==> config.mk <==
export PLATFORM = sky130hd
export DESIGN_NAME = tw_line_frontend
export DESIGN_NICKNAME = d
export VERILOG_FILES = /design/src/rtl/tw_fe_pkg.sv /design/src/rtl/tw_glitch_filter.sv /design/src/rtl/tw_cond_detect.sv /design/src/rtl/tw_oe_hold.sv /design/src/rtl/tw_line_frontend.sv
export SDC_FILE = /design/constraint.sdc
export NUM_CORES = 1
export LEC_CHECK = 0
export ABC_CLOCK_PERIOD_IN_PS = 2000
export CAP_MARGIN = 15
export CORE_ASPECT_RATIO = 1.25
export CORE_MARGIN = 5
export CORE_UTILIZATION = 53
export CTS_BUF_LIST = sky130_fd_sc_hd__clkbuf_8 sky130_fd_sc_hd__clkbuf_16
export CTS_CLUSTER_SIZE = 12
export DETAILED_ROUTE_END_ITERATION = 6
export GPL_TIMING_DRIVEN = 0
export PLACE_DENSITY = 0.76
export SETUP_SLACK_MARGIN = 0.15
export SLEW_MARGIN = 15
export SYNTH_ARGS = -nofsm -noshare
export SYNTH_HDL_FRONTEND = slang
export SYNTH_HIERARCHICAL = 1
export SYNTH_SLANG_ARGS = --single-unit
==> constraint.sdc <==
create_clock -name clk -period 2 [get_ports clk]
set_input_delay 0.4 -clock clk [delete_from_list [all_inputs] [get_ports clk]]
set_output_delay 0.4 -clock clk [all_outputs]
set_load 0.05 [all_outputs]
==> src/rtl/tw_fe_pkg.sv <==
package tw_fe_pkg;
  typedef struct packed {
    logic start;
    logic stop;
    logic rise;
    logic fall;
  } tw_evt_t;

  localparam int unsigned LANE_SCL = 0;
  localparam int unsigned LANE_SDA = 1;
  localparam int unsigned LANES    = 2;
endpackage

==> src/rtl/tw_glitch_filter.sv <==
module tw_glitch_filter #(
  parameter int unsigned SYNC_STAGES = 2,
  parameter int unsigned FILT_CYCLES = 7
) (
  input  logic clk,
  input  logic rst_n,
  input  logic raw_i,
  output logic lvl_o
);
  localparam int unsigned CW = $clog2(FILT_CYCLES + 1);

  logic [SYNC_STAGES-1:0] sync_q;
  logic [CW-1:0]          cnt_q, cnt_d;
  logic                   lvl_q, lvl_d;
  logic                   diff, hit, cnt_en;

  // synchroniser chain, idle-high
  always_ff @(posedge clk or negedge rst_n) begin
    if (!rst_n) sync_q <= '1;
    else        sync_q <= {sync_q[SYNC_STAGES-2:0], raw_i};
  end

  always_comb begin
    diff   = sync_q[SYNC_STAGES-1] ^ lvl_q;
    hit    = diff && (cnt_q == CW'(FILT_CYCLES - 1));
    cnt_d  = (!diff || hit) ? '0 : cnt_q + 1'b1;
    lvl_d  = hit ? ~lvl_q : lvl_q;
    cnt_en = diff || (cnt_q != '0);
  end

  always_ff @(posedge clk or negedge rst_n) begin
    if (!rst_n) begin
      cnt_q <= '0;
      lvl_q <= 1'b1;
    end else begin
      if (cnt_en) cnt_q <= cnt_d;
      if (hit)    lvl_q <= lvl_d;
    end
  end

  assign lvl_o = lvl_q;
endmodule

==> src/rtl/tw_cond_detect.sv <==
module tw_cond_detect
  import tw_fe_pkg::*;
(
  input  logic    clk,
  input  logic    rst_n,
  input  logic    scl_i,
  input  logic    sda_i,
  output tw_evt_t evt_o,
  output logic    idle_o
);
  logic    scl_q, sda_q, idle_q, idle_d;
  tw_evt_t evt;

  always_comb begin
    evt.start = scl_i && scl_q && sda_q && !sda_i;
    evt.stop  = scl_i && scl_q && !sda_q && sda_i;
    evt.rise  = scl_i && !scl_q;
    evt.fall  = !scl_i && scl_q;
    idle_d    = evt.stop ? 1'b1 : (evt.start ? 1'b0 : idle_q);
  end

  always_ff @(posedge clk or negedge rst_n) begin
    if (!rst_n) begin
      scl_q  <= 1'b1;
      sda_q  <= 1'b1;
      idle_q <= 1'b1;
    end else begin
      scl_q  <= scl_i;
      sda_q  <= sda_i;
      if (evt.start || evt.stop) idle_q <= idle_d;
    end
  end

  assign evt_o  = evt;
  assign idle_o = idle_q;
endmodule

==> src/rtl/tw_oe_hold.sv <==
module tw_oe_hold #(
  parameter int unsigned HOLD_CYCLES = 38
) (
  input  logic clk,
  input  logic rst_n,
  input  logic fall_i,
  input  logic req_i,
  output logic oe_o
);
  localparam int unsigned HW = $clog2(HOLD_CYCLES + 1);

  logic [HW-1:0] cnt_q, cnt_d;
  logic          cnt_en, oe_en, oe_q;

  always_comb begin
    cnt_en = fall_i || (cnt_q != '0);
    cnt_d  = fall_i ? HW'(HOLD_CYCLES) : cnt_q - 1'b1;
    oe_en  = (cnt_q == '0) && !fall_i;
  end

  always_ff @(posedge clk or negedge rst_n) begin
    if (!rst_n) begin
      cnt_q <= '0;
      oe_q  <= 1'b0;
    end else begin
      if (cnt_en) cnt_q <= cnt_d;
      if (oe_en)  oe_q  <= req_i;
    end
  end

  assign oe_o = oe_q;
endmodule

==> src/rtl/tw_line_frontend.sv <==
module tw_line_frontend
  import tw_fe_pkg::*;
#(
  parameter int unsigned SYNC_STAGES = 2,
  parameter int unsigned FILT_CYCLES = 7,
  parameter int unsigned HOLD_CYCLES = 38
) (
  input  logic clk,
  input  logic rst_n,
  input  logic scl_raw_i,
  input  logic sda_raw_i,
  input  logic sda_oe_req_i,
  output logic scl_lvl_o,
  output logic sda_lvl_o,
  output logic start_o,
  output logic stop_o,
  output logic scl_rise_o,
  output logic scl_fall_o,
  output logic bus_idle_o,
  output logic sda_oe_o
);
  logic [LANES-1:0] raw_vec, lvl_vec;
  tw_evt_t          evt;

  assign raw_vec[LANE_SCL] = scl_raw_i;
  assign raw_vec[LANE_SDA] = sda_raw_i;

  for (genvar g = 0; g < LANES; g++) begin : g_lane
    tw_glitch_filter #(
      .SYNC_STAGES(SYNC_STAGES),
      .FILT_CYCLES(FILT_CYCLES)
    ) u_filt (
      .clk   (clk),
      .rst_n (rst_n),
      .raw_i (raw_vec[g]),
      .lvl_o (lvl_vec[g])
    );
  end

  tw_cond_detect u_det (
    .clk    (clk),
    .rst_n  (rst_n),
    .scl_i  (lvl_vec[LANE_SCL]),
    .sda_i  (lvl_vec[LANE_SDA]),
    .evt_o  (evt),
    .idle_o (bus_idle_o)
  );

  tw_oe_hold #(.HOLD_CYCLES(HOLD_CYCLES)) u_hold (
    .clk    (clk),
    .rst_n  (rst_n),
    .fall_i (evt.fall),
    .req_i  (sda_oe_req_i),
    .oe_o   (sda_oe_o)
  );

  assign scl_lvl_o  = lvl_vec[LANE_SCL];
  assign sda_lvl_o  = lvl_vec[LANE_SDA];
  assign start_o    = evt.start;
  assign stop_o     = evt.stop;
  assign scl_rise_o = evt.rise;
  assign scl_fall_o = evt.fall;
endmodule

==> flow_metrics.env <==
export IMPL_viasPerCell=5.373
export IMPL_cap_viol_max_count=0
export IMPL_clkLatencyLatePin_ns=0.25
export IMPL_drc=0
export IMPL_async_flop_share_pct=100.0
export IMPL_hold_path_startpoint="g_lane[1].u_filt/sync_q[0]"
export IMPL_r2r_cells=5
export IMPL_place_hpwl_um=1289
export IMPL_placed_area_um2=1261
export IMPL_clk_pin_slew_ns=0.07
export IMPL_antenna_found_initial=0
export IMPL_vias=720
export IMPL_post_place_cells=129
export IMPL_synth_area_um2=1100
export IMPL_holdPathStages=0
export IMPL_syn_inst=97
export IMPL_hold_path_class="flop to flop"
export IMPL_slew_headroom_pct=38.15
export IMPL_final_nets=128
export IMPL_wire_per_inst_um=12.38
export IMPL_tightest_slew_ns=0.9248
export IMPL_cts_tree="done"
export IMPL_min_period_ns=1.798
export IMPL_grt_overflow=0
export IMPL_finClkSkew_ns=0.001716
export IMPL_path_max_fanout=7
export IMPL_drt_wl_total_um=1659
export IMPL_ys_types=30
export IMPL_status="completed"
export IMPL_crit_required_ns=1.60
export IMPL_yosys_area_top_type="dfrtp_1"
export IMPL_peakVddDrop_v=0.0008217
export IMPL_setup_tns_ns=0
export IMPL_grt_setup_unrepaired="false"
export IMPL_layout_drive_gt1_share_pct=26.32
export IMPL_r2r_setup_slack_ns=0.29
export IMPL_crit_type="flop to primary output"
export IMPL_root_buffer="clkbuf_8"
export IMPL_clock_sinks=22
export IMPL_place_gp_congestion=0.7681
export IMPL_dr_pass1_iters=2
export IMPL_grt_pass1_vias=749
export IMPL_synth_seq_cells=22
export IMPL_synth_edf_count=0
export IMPL_die_area_um2=3092
export IMPL_holdPathEnd="g_lane[1].u_filt/sync_q[1]"
export IMPL_grt_first_pass_wirelength_um=2870
export IMPL_finalMaxSlewViolations=0
export IMPL_r2r_start="g_lane[0].u_filt/lvl_o"
export IMPL_rows=18
export IMPL_grt_max_degree=23
export IMPL_synthDominantCellAreaShare_pct=29.58
export IMPL_hold_buffers=0
export IMPL_p_leak_nw=0.6036
export IMPL_ant_nets=0
export IMPL_diodes=0
export IMPL_synth_main_ff_cell="dfrtp_1"
export IMPL_fp_dieH_um=60.93
export IMPL_cp_start_kind="flop"
export IMPL_crit_arrival_ns=1.40
export IMPL_yosys_top_cells_count="dfrtp_1 (13), inv_1 (11), dfstp_2 (9), nand2_1 (9)"
export IMPL_clockBufferDepth=2
export IMPL_hold_violations=0
export IMPL_r2r_end="u_hold/oe_o"
export IMPL_yosys_top_cells_area="dfrtp_1 (30%), dfstp_2 (22%), ha_1 (9.1%)"
export IMPL_htreeDepth=1
export IMPL_period_share_pct=89.90
export IMPL_area_growth_syn_to_layout_pct=18.88
export IMPL_dr_first_iter_drc_count=7
export IMPL_synth_warnings=6
export IMPL_powerDensity_nw_per_um2=1520
export IMPL_syn_num_nets=110
export IMPL_synth_most_common_cell="dfrtp_1"
export IMPL_cp_end_kind="primary output"
export IMPL_setup_violations=0
export IMPL_postLayoutCellArea_um2=1308
export IMPL_avgSynthCellArea_um2=11.34
export IMPL_seq_area_frac_synth_pct=51.08
export IMPL_clock_fmax_mhz=556.2
export IMPL_grt_usage_pct=12.15
export IMPL_final_cells=134
export IMPL_io_pins=13
export IMPL_numCtsBuffers=3
export IMPL_start_util_pct=55.49
export IMPL_coreArea_um2=1982
export IMPL_io_buffers=12
export IMPL_die_w_um=50.75
-- state kept, by name, indices dropped and copies added, names as in the netlist --
name and count:
u_hold/cnt_q 6, g_lane.u_filt/sync_q 4, g_lane.u_filt/lvl_o 2, u_hold/oe_o 1, u_det/idle_o 1, u_det/sda_q 1
u_det/scl_q 1, g_lane.u_filt/cnt_q 6
-- placed cells by master, fill, tap and decap left out, drive strengths merged, types with 3 or more instances in the layout --
cell,synthesis,final
o31ai,4,4
clkdlybuf4s15,0,3
clkdlybuf4s50,0,5
a21oi,3,3
buf,2,5
dfstp,9,9
nand2,9,9
nor3,4,4
mux2,4,4
xnor2,3,3
ha,8,8
dfrtp,13,13
clkbuf,0,4
inv,11,12
nor3b,3,3
nor2,8,8
-- metal layers --
metal  share of wire (%)  routed length [um]  vias to the layer above  track usage (%)
met1                  44                 732                      343            12.24
met5                   0                   0                        -                0
met2                  50                 830                       11            22.34
met4                0.78                  13                        0            6.569
li1                    -                   -                      364                -
met3                 5.0                  83                        2            3.440
-- through the flow --
step | power [W] | util (%) | worst slack [ns] | hold WS (ns)
floorplan | 0.001514 | - | 0.1396 | 0.1044
global placement | 0.001695 | 63.64 | -0.1332 | 0.3461
detailed placement | 0.001744 | 63.64 | -0.1432 | 0.3475
CTS | 0.002000 | 65.59 | 0.1640 | 0.3582
global route | 0.002147 | 65.97 | 0.1524 | 0.3598
finish | 0.001987 | 65.97 | 0.2019 | 0.3572
-- worst max-delay path: stages (launching register included) --
cell             delay (ns)
dfstp_4                0.66
and2b_1                0.12
clkdlybuf4s15_2        0.36
-- where the power goes --
group,switching (W),total [W],internal (W)
combinational,0.000513,0.000907,0.000394
sequential,0.000173,0.000817,0.000644
clock,0.000127,0.000263,0.000136
total,0.000813,0.00199,0.00117
-- how the worst max path moves through the flow --
stage | startpoint | end | slack, ns | cells after the start
2_1_floorplan | g_lane[0].u_filt/lvl_o | start_o | 0.14 | 2
3_3_place_gp | g_lane[0].u_filt/lvl_o | stop_o | -0.13 | 4
3_5_place_dp | g_lane[0].u_filt/lvl_o | stop_o | -0.14 | 4
4_1_cts | g_lane[1].u_filt/lvl_o | sda_lvl_o | 0.16 | 1
5_1_grt | g_lane[0].u_filt/lvl_o | start_o | 0.15 | 3
6_report | g_lane[0].u_filt/lvl_o | scl_rise_o | 0.20 | 2
-- kinds of logic (layout without fill, tap and decap cells) --
kind of cell	Yosys count	after routing	share of synthesized area, %
simple gates	30	30	14.90
flops	22	22	51.08
compound gates	16	16	10.58
buf+inv	13	30	4.892
fa+ha+maj	8	8	9.102
mux	5	5	5.688
xor+xnor	3	3	3.754
-- repair_timing --
item | in CTS | in global routing
buffers inserted | 0 | 1
gates resized for setup | 20 | 3
pin swaps | 0 | 0
setup endpoints to repair | 7 | 4
-- cell type report --
type	instances	area, um^2
repair buffers	13	121.4
fillers	172	674.4
inverters	11	41.29
plain buffers	2	12.51
multi-input cells	62	496.7
clock inverters	1	3.754
flip-flops and latches	22	565.5
well taps	20	25.02
clock buffers	3	41.29
Note: power is estimated with default switching activity, not from simulation.
